**config.mk**
```make
export PLATFORM = sky130hd
export DESIGN_NAME = keypad_mux_reg
export DESIGN_NICKNAME = d
export VERILOG_FILES = /design/src/rtl/keypad_pkg.sv /design/src/rtl/keypad_group_sel.sv /design/src/rtl/keypad_fall_det.sv /design/src/rtl/keypad_mux_reg.sv
export SDC_FILE = /design/constraint.sdc
export NUM_CORES = 1
export LEC_CHECK = 0
export BUFFER_PORTS_ARGS = -buffer_cell sky130_fd_sc_hd__buf_2
export CAP_MARGIN = 0
export CELL_PAD_IN_SITES_DETAIL_PLACEMENT = 2
export CELL_PAD_IN_SITES_GLOBAL_PLACEMENT = 2
export CORE_UTILIZATION = 25
export CTS_BUF_LIST = sky130_fd_sc_hd__clkbuf_4
export DETAILED_ROUTE_END_ITERATION = 8
export PLACE_DENSITY = 0.95
export SETUP_SLACK_MARGIN = 0.15
export SYNTH_ARGS = -nofsm -noshare
export SYNTH_HDL_FRONTEND = slang
export SYNTH_SLANG_ARGS = --single-unit
export TNS_END_PERCENT = 50
```
**constraint.sdc**
```tcl
create_clock -name clk -period 2.8 [get_ports clk]
set_input_delay 0.56 -clock clk [delete_from_list [all_inputs] [get_ports clk]]
set_output_delay 0.56 -clock clk [all_outputs]
set_load 0.01 [all_outputs]
```
**src/rtl/keypad_pkg.sv**
```systemverilog
package keypad_pkg;
    localparam int GROUP_W = 4;
    localparam int BTN_W   = 2 * GROUP_W;
    localparam int REG_W   = 8;

    // Decoded view of the two active-low select bits
    typedef enum logic [1:0] {
        SEL_BOTH   = 2'b00,
        SEL_HIGH   = 2'b01,
        SEL_LOW    = 2'b10,
        SEL_PLAYER = 2'b11
    } sel_mode_e;

    typedef enum logic {
        ST_PRIME = 1'b0,
        ST_TRACK = 1'b1
    } kp_state_e;

    localparam logic [REG_W-1:0] FIXED_ONES = 8'hCF;
    localparam logic [REG_W-1:0] LOW_FORCE  = 8'h0F;
endpackage

```
**src/rtl/keypad_group_sel.sv**
```systemverilog
module keypad_group_sel
    import keypad_pkg::*;
#(
    parameter int PID_W = 2
) (
    input  sel_mode_e             mode,
    input  logic [BTN_W-1:0]      btn,
    input  logic [PID_W-1:0]      player,
    output logic [GROUP_W-1:0]    nibble
);
    logic [BTN_W-1:0]   btn_eff;
    logic [GROUP_W-1:0] pid_nib;

    // Any non-zero player index masks the live buttons
    assign btn_eff = (player != '0) ? '0 : btn;

    generate
        if (PID_W >= GROUP_W) begin : g_pid_trunc
            assign pid_nib = player[GROUP_W-1:0];
        end else begin : g_pid_ext
            assign pid_nib = {{(GROUP_W-PID_W){1'b0}}, player};
        end
    endgenerate

    always_comb begin
        nibble = '0;
        unique case (mode)
            SEL_LOW:    nibble = btn_eff[GROUP_W-1:0];
            SEL_HIGH:   nibble = btn_eff[BTN_W-1:GROUP_W];
            SEL_BOTH:   nibble = btn_eff[GROUP_W-1:0] | btn_eff[BTN_W-1:GROUP_W];
            SEL_PLAYER: nibble = pid_nib;
        endcase
    end
endmodule

```
**src/rtl/keypad_fall_det.sv**
```systemverilog
module keypad_fall_det
    import keypad_pkg::*;
(
    input  logic [GROUP_W-1:0] prev_low,
    input  logic [GROUP_W-1:0] next_low,
    output logic               fall
);
    logic [GROUP_W-1:0] drop;

    assign drop = prev_low & ~next_low;
    assign fall = |drop;
endmodule

```
**src/rtl/keypad_mux_reg.sv**
```systemverilog
module keypad_mux_reg
    import keypad_pkg::*;
#(
    parameter int PID_W      = 2,
    parameter bit CONTINUOUS = 1'b1
) (
    input  logic             clk,
    input  logic             rst_n,
    input  logic             wr_en,
    input  logic [7:0]       wr_data,
    input  logic             poll_req,
    input  logic [7:0]       btn,
    input  logic [PID_W-1:0] player,
    output logic [7:0]       rd_data,
    output logic             irq_req
);
    kp_state_e          st_q, st_d;
    logic [REG_W-1:0]   stored_q;
    logic [REG_W-1:0]   value_q;
    logic               irq_q;

    logic [REG_W-1:0]   eval_byte;
    logic [REG_W-1:0]   new_val;
    logic [GROUP_W-1:0] nibble;
    logic [GROUP_W-1:0] prev_low;
    logic               fall;
    logic               scan;
    logic               load;
    logic               irq_d;
    sel_mode_e          mode;

    // A write is evaluated against the byte being written
    assign eval_byte = wr_en ? (wr_data | LOW_FORCE) : stored_q;
    assign mode      = sel_mode_e'(eval_byte[5:4]);

    keypad_group_sel #(.PID_W(PID_W)) u_sel (
        .mode   (mode),
        .btn    (btn),
        .player (player),
        .nibble (nibble)
    );

    assign new_val  = (FIXED_ONES | eval_byte) ^ {{(REG_W-GROUP_W){1'b0}}, nibble};
    // A write compares against an all-ones low nibble
    assign prev_low = wr_en ? {GROUP_W{1'b1}} : value_q[GROUP_W-1:0];

    keypad_fall_det u_fall (
        .prev_low (prev_low),
        .next_low (new_val[GROUP_W-1:0]),
        .fall     (fall)
    );

    generate
        if (CONTINUOUS) begin : g_scan_always
            assign scan = 1'b1;
        end else begin : g_scan_poll
            assign scan = poll_req;
        end
    endgenerate

    // State register
    always_ff @(posedge clk or negedge rst_n) begin
        if (!rst_n) st_q <= ST_PRIME;
        else        st_q <= st_d;
    end

    // Next state and evaluation outputs
    always_comb begin
        st_d  = st_q;
        load  = 1'b0;
        irq_d = 1'b0;
        unique case (st_q)
            ST_PRIME: begin
                load  = 1'b1;
                irq_d = wr_en & fall;
                st_d  = ST_TRACK;
            end
            ST_TRACK: begin
                if (wr_en || scan) begin
                    load  = 1'b1;
                    irq_d = fall;
                end
            end
        endcase
    end

    always_ff @(posedge clk or negedge rst_n) begin
        if (!rst_n) begin
            stored_q <= 8'hFF;
            value_q  <= 8'hFF;
            irq_q    <= 1'b0;
        end else begin
            if (wr_en) stored_q <= wr_data | LOW_FORCE;
            if (load)  value_q  <= new_val;
            irq_q <= irq_d;
        end
    end

    assign rd_data = value_q;
    assign irq_req = irq_q;
endmodule

```
==> impl_summary.log, run 1 <==
INFO  metric grt_first_pass_wirelength = slightly above 2 mm
INFO  metric synth_cells = 38
INFO  metric core_region_area = between 1500 and 2000 um^2
INFO  metric routed-via-count = 386
INFO  metric status = finished with violations
INFO  metric clock_tree.htree_level_count = 1
INFO  metric power-per-cell-area = approximately 510 nW/um^2
INFO  metric hold_path_class = input pin to async pin
INFO  metric globalRoute.totalOverflow = 0
INFO  metric final-max-slew-violation-count = 0
INFO  metric fp.dieArea = roughly 2000 um^2
INFO  metric worst_ir_drop_vdd = between 0.2 and 0.25 mV
INFO  metric register_area = a little over 200 um^2
INFO  metric cts-resized-gates = 0
INFO  metric utilization = 0.367
INFO  metric timing.final.crit_period = approximately 1700 ps
INFO  metric critical_path.slowest_cell = sky130_fd_sc_hd__mux2i_4
INFO  metric fp.dieW = ~44 um
INFO  metric category_of_cells_accounting_for_the_largest_share_of_critical_path_delay = compound AO/OA/AOI/OAI gates
INFO  metric boundaryPins = 31
INFO  metric detail_route.vias_per_cell = about 4.5
INFO  metric synth_area_per_cell = around 12 um^2
INFO  metric ant_nets = 0
INFO  metric setup_slack_reg_to_reg = ~1200 ps
INFO  metric netlist-cell-type-count = 20
INFO  metric timing_worst_setup_path_type = input pin to flop
INFO  metric finalWeightedCongestion = approximately 0.7
INFO  metric worst_r2r_startpoint = rd_data[5]
INFO  metric first_global_vias = about 430
INFO  metric synth_warnings = 0
INFO  metric cts.repair_timing.setup_buffer_count = 0
INFO  metric timing.reg2reg.worst_path_depth = 5
INFO  metric yosys-top-cells-area = sky130_fd_sc_hd__dfstp_2, sky130_fd_sc_hd__dfrtp_1, sky130_fd_sc_hd__mux2i_4, sky130_fd_sc_hd__nor2_1, sky130_fd_sc_hd__nor3b_1
INFO  metric cts_tree = yes
INFO  metric worstSkewPairLatency = around 260 ps
INFO  metric share_of_cells_above_drive_strength_1 = 0.574
INFO  metric drtIter0Drc = 2
INFO  metric crit_path_start_kind = input pin
INFO  metric clk_pin_slew = ~50 ps
INFO  metric crit-reg2reg-capture = irq_req
INFO  metric multi_input_area = about 210 um^2
INFO  metric violations = design-rule violations
INFO  metric layout.filler_cells = ~180
INFO  metric ys_seq_elements = 8
INFO  metric finalClockSkew = roughly 1.1 ps
INFO  metric post_drt_wl_per_cell = around 14 um
INFO  metric antenna_cells = 0
INFO  metric clock_sink_count = 8
INFO  metric vertical_die_dimension = between 40 and 50 um
INFO  metric worst-path-buf-inv = 1
INFO  metric number_of_antenna_violations_at_the_first_check_in_global_routing = 0
INFO  metric initial_utilization = 0.280
INFO  metric rsz_0062_raised_after_global_routing = no
INFO  metric crit_path_cell_trace = buf_2, mux2i_4, nor2_1, a211oi_4, o21ai_1, o221a_1
INFO  metric first_pass_iters = 5
INFO  metric synth-seq-area-share = 0.465
INFO  metric drt_wl_total = between 1 and 1.5 mm
INFO  metric io_buffer_count = 21
INFO  metric data_arrival_time_of_the_critical_path = between 1500 and 2000 ps
INFO  metric layout_worst_path_cycle_share = 0.625
INFO  metric cp_slowest_stage_delay = approximately 360 ps
INFO  metric detailedPlacementHpwl = 998 um
INFO  metric cts_hold_buf = 0
INFO  metric grt_max_degree = 9
INFO  metric placementRows = 14
INFO  metric clockRootBuffer = sky130_fd_sc_hd__clkbuf_4
INFO  metric cellLeakagePower = around 0.00027 uW
INFO  metric area.growth.synth_to_final = 31.1%
INFO  metric drv.max_cap_violation_count = 0
INFO  metric gr-usage-all-layers = 0.157
INFO  metric critical_path.endpoint_type = flop
INFO  metric finish.net_count = 85
INFO  metric cts-buffers-inserted = 3
INFO  metric totalNegativeSetupSlack = 0 ps
INFO  metric critical_path_required = 2940 ps
INFO  metric cp.depth = 6
INFO  metric clock_path_buffers = 2
INFO  metric synth_largest_type_area_fraction = 0.353
INFO  metric drc = 2
INFO  metric hold_viol_final = 0
INFO  metric mappedNetlistArea = roughly 450 um^2
INFO  metric critical_path.max_fanout = 7
INFO  metric post-synth-top-area-cell = sky130_fd_sc_hd__dfstp_2
INFO  metric finalSetupViolations = 0
INFO  metric max_clock_freq = between 500 and 600 MHz
==> cell usage after synthesis (all sizes together) <==
cell / number
o22a: 1
a211oi: 1
nor2: 6
a32oi: 1
conb: 1
nor3b: 3
o211ai: 1
buf: 3
o221a: 1
o21ai: 1
mux2i: 2
dfstp: 6
and3: 2
dfrtp: 2
nor3: 1
inv: 3
a21o: 1
a22oi: 2
==> per-stage QoR <==
step / total power [uW] / hold slack [ps] / setup WS (ps) / cells / area (um^2)
floorplan: 183 / 264 / 1090 / 40 / 454
global placement: 208 / 402 / 857 / 82 / 563
detailed placement: 214 / 410 / 749 / 82 / 563
CTS: 305 / 129 / 1020 / 85 / 586
global route: 321 / 137 / 971 / 85 / 586
finish: 298 / 136 / 1050 / 85 / 586
==> flip-flops by register name, indices dropped and copies added, names as in the netlist <==
| register | count |
|---|---|
| rd_data | 5 |
| st_q | 1 |
| stored_q | 1 |
| irq_req | 1 |
==> cells by family after synthesis <==
family / Yosys count / share of synthesized area
AND/OR/NAND/NOR: 12 / 0.151
other: 1 / 0.00840
buffers and inverters: 6 / 0.0840
flip-flops: 8 / 0.465
multiplexers: 2 / 0.101
AO/OA/AOI/OAI: 9 / 0.190
==> how the worst max path moves through the flow <==
stage / start / end / slack (ps)
6_report: wr_en / irq_req / 1050
5_1_grt: wr_en / irq_req / 970
4_1_cts: wr_en / irq_req / 1020
3_5_place_dp: wr_en / irq_req / 750
3_3_place_gp: wr_en / irq_req / 860
2_1_floorplan: wr_en / irq_req / 1090
==> layout make-up <==
cell class | instances | area share
repair buffers | 21 | 0.179
multi-input cells | 26 | 0.357
well taps | 24 | 0.0513
inverters | 3 | 0.0192
clock buffers | 3 | 0.0385
flip-flops and latches | 8 | 0.355
==> layer usage <==
| metal | wire length (um) | GRT usage | part of all wire |
|---|---|---|---|
| met1 | 390 | 0.138 | 0.34 |
| met2 | 676 | 0.288 | 0.58 |
| met5 | 0 | 0 | 0 |
| met3 | 73 | 0.0857 | 0.063 |
| met4 | 22 | 0.0727 | 0.019 |
==> report_power, final <==
group | internal, uW | switching [uW] | leakage (uW)
Clock | 49.0 | 38.8 | 0.0000138
Combinational | 32.7 | 38.9 | 0.000166
Sequential | 133 | 6.29 | 0.0000872
Total | 214 | 83.9 | 0.000266
==> cell usage in the layout (no fill, tap or decap), types with 2 or more instances in the layout <==
cell / count
sky130_fd_sc_hd__conb_1: 3
sky130_fd_sc_hd__dfrtp_1: 2
sky130_fd_sc_hd__clkbuf_4: 3
sky130_fd_sc_hd__nor2_1: 6
sky130_fd_sc_hd__mux2i_4: 2
sky130_fd_sc_hd__buf_2: 21
sky130_fd_sc_hd__nor3b_1: 3
sky130_fd_sc_hd__inv_1: 3
sky130_fd_sc_hd__dfstp_2: 6
sky130_fd_sc_hd__a22oi_1: 2
==> worst register-to-register path: stages, from the launching register on <==
cell and delay [ps]:
sky130_fd_sc_hd__dfstp_2 550, sky130_fd_sc_hd__mux2i_4 100, sky130_fd_sc_hd__a32oi_1 290, sky130_fd_sc_hd__o22a_2 210
sky130_fd_sc_hd__o21ai_1 60, sky130_fd_sc_hd__o221a_1 220
Note: power is estimated with default switching activity, not from simulation.
==> run 2: changes to the inputs <==
--- a/config.mk
+++ b/config.mk
@@ -9,10 +9,10 @@
 export CAP_MARGIN = 0
 export CELL_PAD_IN_SITES_DETAIL_PLACEMENT = 2
 export CELL_PAD_IN_SITES_GLOBAL_PLACEMENT = 2
-export CORE_UTILIZATION = 25
+export CORE_UTILIZATION = 23
 export CTS_BUF_LIST = sky130_fd_sc_hd__clkbuf_4
 export DETAILED_ROUTE_END_ITERATION = 8
-export PLACE_DENSITY = 0.95
+export PLACE_DENSITY = 0.9
 export SETUP_SLACK_MARGIN = 0.15
 export SYNTH_ARGS = -nofsm -noshare
 export SYNTH_HDL_FRONTEND = slang
==> constraint.sdc (replaced) <==
create_clock -name clk -period 1.8 [get_ports clk]
set_input_delay 0.36 -clock clk [delete_from_list [all_inputs] [get_ports clk]]
set_output_delay 0.36 -clock clk [all_outputs]
set_load 0.01 [all_outputs]
==> run 2 against run 1 <==
Core utilization is 2.5 points lower. Clock skew is 2.5 ps higher. Setup slack worse by 790 ps. First-iteration DRC count stayed put. Largest cell class unchanged. The run now ends clean. Largest power group unchanged. Critical endpoint unchanged. Sequential power is 55% higher.
==> impl_summary.log, run 2 (synthesized netlist as in run 1, its figures left out) <==
INFO  metric hold_viol_final = 0
INFO  metric crit_path_cell_trace = mux2i_4, a32oi_1, o22a_2, o21ai_1, o221a_1
INFO  metric clock_path_buffers = 2
INFO  metric drtIter0Drc = 2
INFO  metric cts-buffers-inserted = 3
INFO  metric flip_flop_count_of_the_largest_register_all_copies_and_words_added = 5
INFO  metric area.growth.synth_to_final = 35.3%
INFO  metric critical_path.max_fanout = 6
INFO  metric cts-resized-gates = 0
INFO  metric initial_utilization = 0.253
INFO  metric gr-usage-all-layers = 0.145
INFO  metric placementRows = 15
INFO  metric cts_tree = yes
INFO  metric commonest_non_fill_non_tap_cell_in_the_layout = sky130_fd_sc_hd__buf_2
INFO  metric hold_path_class = input pin to flop
INFO  metric ant_nets = 0
INFO  metric cellLeakagePower = approximately 0.00028 uW
INFO  metric timing.final.crit_period = roughly 1500 ps
INFO  metric worst_ir_drop_vdd = roughly 0.34 mV
INFO  metric globalRoute.totalOverflow = 0
INFO  metric clk_pin_slew = 50 ps
INFO  metric drc = 0
INFO  metric power-per-cell-area = ~760 nW/um^2
INFO  metric totalNegativeSetupSlack = 0 ps
INFO  metric first_pass_iters = 3
INFO  metric clock_sink_count = 8
INFO  metric crit_path_start_kind = flop
INFO  metric fp.dieW = 46.1 um
INFO  metric final-max-slew-violation-count = 0
INFO  metric rsz_0062_raised_after_global_routing = no
INFO  metric io_buffer_count = 21
INFO  metric cts.repair_timing.setup_buffer_count = 0
INFO  metric critical_path.slowest_cell = sky130_fd_sc_hd__dfstp_2
INFO  metric timing.reg2reg.worst_path_depth = 5
INFO  metric clock_tree.htree_level_count = 1
INFO  metric max_clock_freq = ~650 MHz
INFO  metric category_of_cells_accounting_for_the_largest_share_of_critical_path_delay = compound AO/OA/AOI/OAI gates
INFO  metric worstSkewPairLatency = between 200 and 300 ps
INFO  metric drt_wl_total = roughly 1.2 mm
INFO  metric finish.net_count = 87
INFO  metric data_arrival_time_of_the_critical_path = about 1700 ps
INFO  metric detail_route.vias_per_cell = approximately 4.3
INFO  metric share_of_cells_above_drive_strength_1 = 0.571
INFO  metric timing_worst_setup_path_type = flop to flop
INFO  metric fin_total_pwr = about 460 uW
INFO  metric critical_path.endpoint_type = flop
INFO  metric drv.max_cap_violation_count = 0
INFO  metric core_region_area = approximately 1800 um^2
INFO  metric cp.depth = 5
INFO  metric vertical_die_dimension = approximately 46 um
INFO  metric boundaryPins = 31
INFO  metric finalWeightedCongestion = 0.668
INFO  metric critical_path_required = 1930 ps
INFO  metric finalNonFillerCells = just under 90
INFO  metric status = finished, final reports clean
INFO  metric layout.cells.most_common_list = sky130_fd_sc_hd__buf_2, sky130_fd_sc_hd__nor2_1, sky130_fd_sc_hd__dfstp_2
INFO  metric fp.dieArea = approximately 2100 um^2
INFO  metric finalSetupViolations = 0
INFO  metric number_of_antenna_violations_at_the_first_check_in_global_routing = 0
INFO  metric layout_worst_path_cycle_share = 0.858
INFO  metric worst-path-buf-inv = 0
INFO  metric post_drt_wl_per_cell = 14.1 um
INFO  metric grt_first_pass_wirelength = about 2.1 mm
INFO  metric grt_max_degree = 9
INFO  metric clockRootBuffer = sky130_fd_sc_hd__clkbuf_4
INFO  metric worst_hold_path.num_cells = 2
INFO  metric antenna_cells = 0
INFO  metric cts_hold_buf = 1
INFO  metric numPlacedInstances = 84
INFO  metric cp_slowest_stage_delay = roughly 550 ps
INFO  metric finalClockSkew = roughly 3.6 ps
INFO  metric routed-via-count = between 300 and 400
INFO  metric first_global_vias = ~470
INFO  metric detailedPlacementHpwl = between 1 and 1.5 mm
## run 2: per-layer routing
metal | up-vias | share of wire | track usage | wire length [um]
met2 | 11 | 0.63 | 0.299 | 774
met5 | - | 0 | 0 | 0
li1 | 182 | - | - | -
met1 | 186 | 0.32 | 0.123 | 392
met4 | 0 | 0.019 | 0.0412 | 24
met3 | 2 | 0.037 | 0.0588 | 46
## run 2: through the flow
step | instance area, um^2 | util | hold slack (ps) | worst slack [ps]
finish | 604 | 0.343 | 335 | 256
global route | 604 | 0.343 | 328 | 161
CTS | 604 | 0.343 | 329 | 221
detailed placement | 572 | 0.324 | 212 | 35.1
global placement | 572 | 0.324 | 203 | 108
floorplan | 454 | - | 64.4 | 286
## run 2: area by class of cell
cell class / instances / area, um^2
Inverter: 3 / 11.3
Sequential cell: 8 / 208
Clock buffer: 3 / 22.5
Multi-Input combinational cell: 26 / 209
Tap cell: 25 / 31.3
Timing Repair Buffer: 23 / 123
Fill cell: 220 / 1160
## run 2: path summary, 6_finish.rpt
| kind | endpoint | slack [ps] | start |
|---|---|---|---|
| setup / recovery | irq_req | 260 | rd_data[5] |
| hold / removal | rd_data[3] | 330 | btn[7] |
| setup reg to reg | irq_req | 260 | rd_data[5] |
| hold reg to reg | irq_req | 550 | st_q |
| max in group asynchronous | rd_data[3] | 1070 | rst_n |
| min in group asynchronous | st_q | 490 | rst_n |
## run 2: report_power, final
| group | internal (uW) | leakage, uW | total (uW) | switching (uW) |
|---|---|---|---|---|
| registers | 206 | 0.0000872 | 216 | 9.75 |
| logic | 53.7 | 0.000174 | 115 | 61.4 |
| clock network | 75.8 | 0.0000138 | 130 | 54.1 |
==> run 3: changes to the inputs <==
--- a/config.mk
+++ b/config.mk
@@ -7,8 +7,9 @@
 export LEC_CHECK = 0
 export BUFFER_PORTS_ARGS = -buffer_cell sky130_fd_sc_hd__buf_2
 export CAP_MARGIN = 0
-export CELL_PAD_IN_SITES_DETAIL_PLACEMENT = 2
+export CELL_PAD_IN_SITES_DETAIL_PLACEMENT = 0
 export CELL_PAD_IN_SITES_GLOBAL_PLACEMENT = 2
+export CORE_MARGIN = 4
 export CORE_UTILIZATION = 23
 export CTS_BUF_LIST = sky130_fd_sc_hd__clkbuf_4
 export DETAILED_ROUTE_END_ITERATION = 8
==> run 3 against run 2 <==
Combinational power down 3%. Sequential share of layout area stayed put. Count of clock-buffer cells in the layout did not move. Sequential power barely moved. Largest power group unchanged. Clock power about the same. Flip-flop and latch count stayed put. Non-clock buffer count stayed put.
==> impl_summary.log, run 3 (synthesized netlist as in run 1, its figures left out) <==
INFO  metric status = finished, final reports clean
INFO  metric gr-usage-all-layers = 0.0793
INFO  metric number_of_antenna_violations_at_the_first_check_in_global_routing = 0
INFO  metric first_global_vias = about 370
INFO  metric critical_path.endpoint_type = flop
INFO  metric finalSetupViolations = 0
INFO  metric clockRootBuffer = sky130_fd_sc_hd__clkbuf_4
INFO  metric numPlacedInstances = 84
INFO  metric grt_max_degree = 9
INFO  metric totalNegativeSetupSlack = 0 ps
INFO  metric share_of_cells_above_drive_strength_1 = 0.571
INFO  metric cts-buffers-inserted = 3
INFO  metric clock_tree.htree_level_count = 1
INFO  metric data_arrival_time_of_the_critical_path = around 1600 ps
INFO  metric hold_path_class = input pin to flop
INFO  metric cts-resized-gates = 0
INFO  metric final-max-slew-violation-count = 0
INFO  metric drv.max_cap_violation_count = 0
INFO  metric timing.final.crit_period = 1490 ps
INFO  metric vertical_die_dimension = roughly 52 um
INFO  metric worst_ir_drop_vdd = 0.357 mV
INFO  metric routed-via-count = ~370
INFO  metric post_drt_wl_per_cell = between 10 and 15 um
INFO  metric finalClockSkew = 0.536 ps
INFO  metric core_region_area = 1780 um^2
INFO  metric critical_path_required = between 1500 and 2000 ps
INFO  metric boundaryPins = 31
INFO  metric area.growth.synth_to_final = 35.3%
INFO  metric hold_viol_final = 0
INFO  metric critical_path.max_fanout = 6
INFO  metric io_buffer_count = 21
INFO  metric clock_sink_count = 8
INFO  metric grt_first_pass_wirelength = roughly 1.5 mm
INFO  metric drtIter0Drc = 13
INFO  metric ant_nets = 0
INFO  metric commonest_non_fill_non_tap_cell_in_the_layout = sky130_fd_sc_hd__buf_2
INFO  metric max_clock_freq = between 600 and 700 MHz
INFO  metric utilization = 0.339
INFO  metric initial_utilization = 0.251
INFO  metric placementRows = 15
INFO  metric finalNonFillerCells = 88
INFO  metric fp.dieW = ~52 um
INFO  metric rsz_0062_raised_after_global_routing = no
INFO  metric cellLeakagePower = around 0.00028 uW
INFO  metric cts_tree = yes
INFO  metric layout_worst_path_cycle_share = 0.828
INFO  metric first_pass_iters = 4
INFO  metric layout.cells.most_common_list = sky130_fd_sc_hd__buf_2, sky130_fd_sc_hd__nor2_1, sky130_fd_sc_hd__dfstp_2
INFO  metric clk_pin_slew = ~50 ps
INFO  metric power-per-cell-area = between 700 and 800 nW/um^2
INFO  metric globalRoute.totalOverflow = 0
INFO  metric worstSkewPairLatency = between 200 and 250 ps
INFO  metric flip_flop_count_of_the_largest_register_all_copies_and_words_added = 5
INFO  metric detailedPlacementHpwl = 826 um
INFO  metric fp.dieArea = 2710 um^2
INFO  metric finalWeightedCongestion = around 0.69
INFO  metric antenna_cells = 0
INFO  metric drt_wl_total = about 970 um
INFO  metric timing_worst_setup_path_type = flop to flop
INFO  metric clock_path_buffers = 2
INFO  metric crit_path_start_kind = flop
INFO  metric worst_hold_path.num_cells = 2
INFO  metric finish.net_count = 87
INFO  metric detail_route.vias_per_cell = 4.25
INFO  metric drc = 0
INFO  metric timing.reg2reg.worst_path_depth = 5
[run 3: cell counts in the layout (fill, tap and decap cells not counted)]
Identical to the previous run, type by type.
[run 3: final timing paths]
kind,from,endpoint,slack [ps]
worst max-delay path,rd_data[5],irq_req,310
worst min-delay path,btn[7],rd_data[3],320
worst max register to register,rd_data[5],irq_req,310
worst min register to register,st_q,irq_req,520
max in group asynchronous,rst_n,stored_q[4],1090
min in group asynchronous,rst_n,irq_req,480
[run 3: critical path, cell delays in order (launching register included)]
cell and delay [ps]:
sky130_fd_sc_hd__dfstp_2 550, sky130_fd_sc_hd__mux2i_4 90, sky130_fd_sc_hd__a32oi_1 260, sky130_fd_sc_hd__o22a_2 200, sky130_fd_sc_hd__o21ai_1 60, sky130_fd_sc_hd__o221a_1 210
[run 3: routing by layer]
layer,vias up,share of wire,global-route usage
met5,-,0,0
met4,0,0,0.0262
met1,182,0.40,0.0811
li1,181,-,-
met3,0,0.085,0.0516
met2,11,0.52,0.130
[run 3: through the flow]
step / setup WS [ps] / total power, uW / instance area [um^2] / hold slack [ps]
6_report: 310 / 454 / 604 / 317
5_1_grt: 248 / 488 / 604 / 313
3_3_place_gp: 108 / 326 / 572 / 203
4_1_cts: 295 / 462 / 604 / 313
3_5_place_dp: 76.3 / 329 / 572 / 206
2_1_floorplan: 286 / 285 / 454 / 64.4
[run 3: what timing repair did]
item                      in CTS  in global routing
buffers inserted               0                  0
hold endpoints to repair       2                  0
hold buffers                   1                  0
[run 3: area by class of cell]
| type | instances | area (um^2) |
|---|---|---|
| well taps | 25 | 31.3 |
| fillers | 186 | 1180 |
| repair buffers | 23 | 123 |
| flip-flops and latches | 8 | 208 |
| inverters | 3 | 11.3 |
| multi-input cells | 26 | 209 |
| clock buffers | 3 | 22.5 |
[run 3: report_power, final]
part	total (uW)	internal [uW]	switching, uW	leakage, uW
sequential	216	207	9.32	0.0000872
clock	127	75.6	51.6	0.0000138
combinational	111	53.6	57.1	0.000174
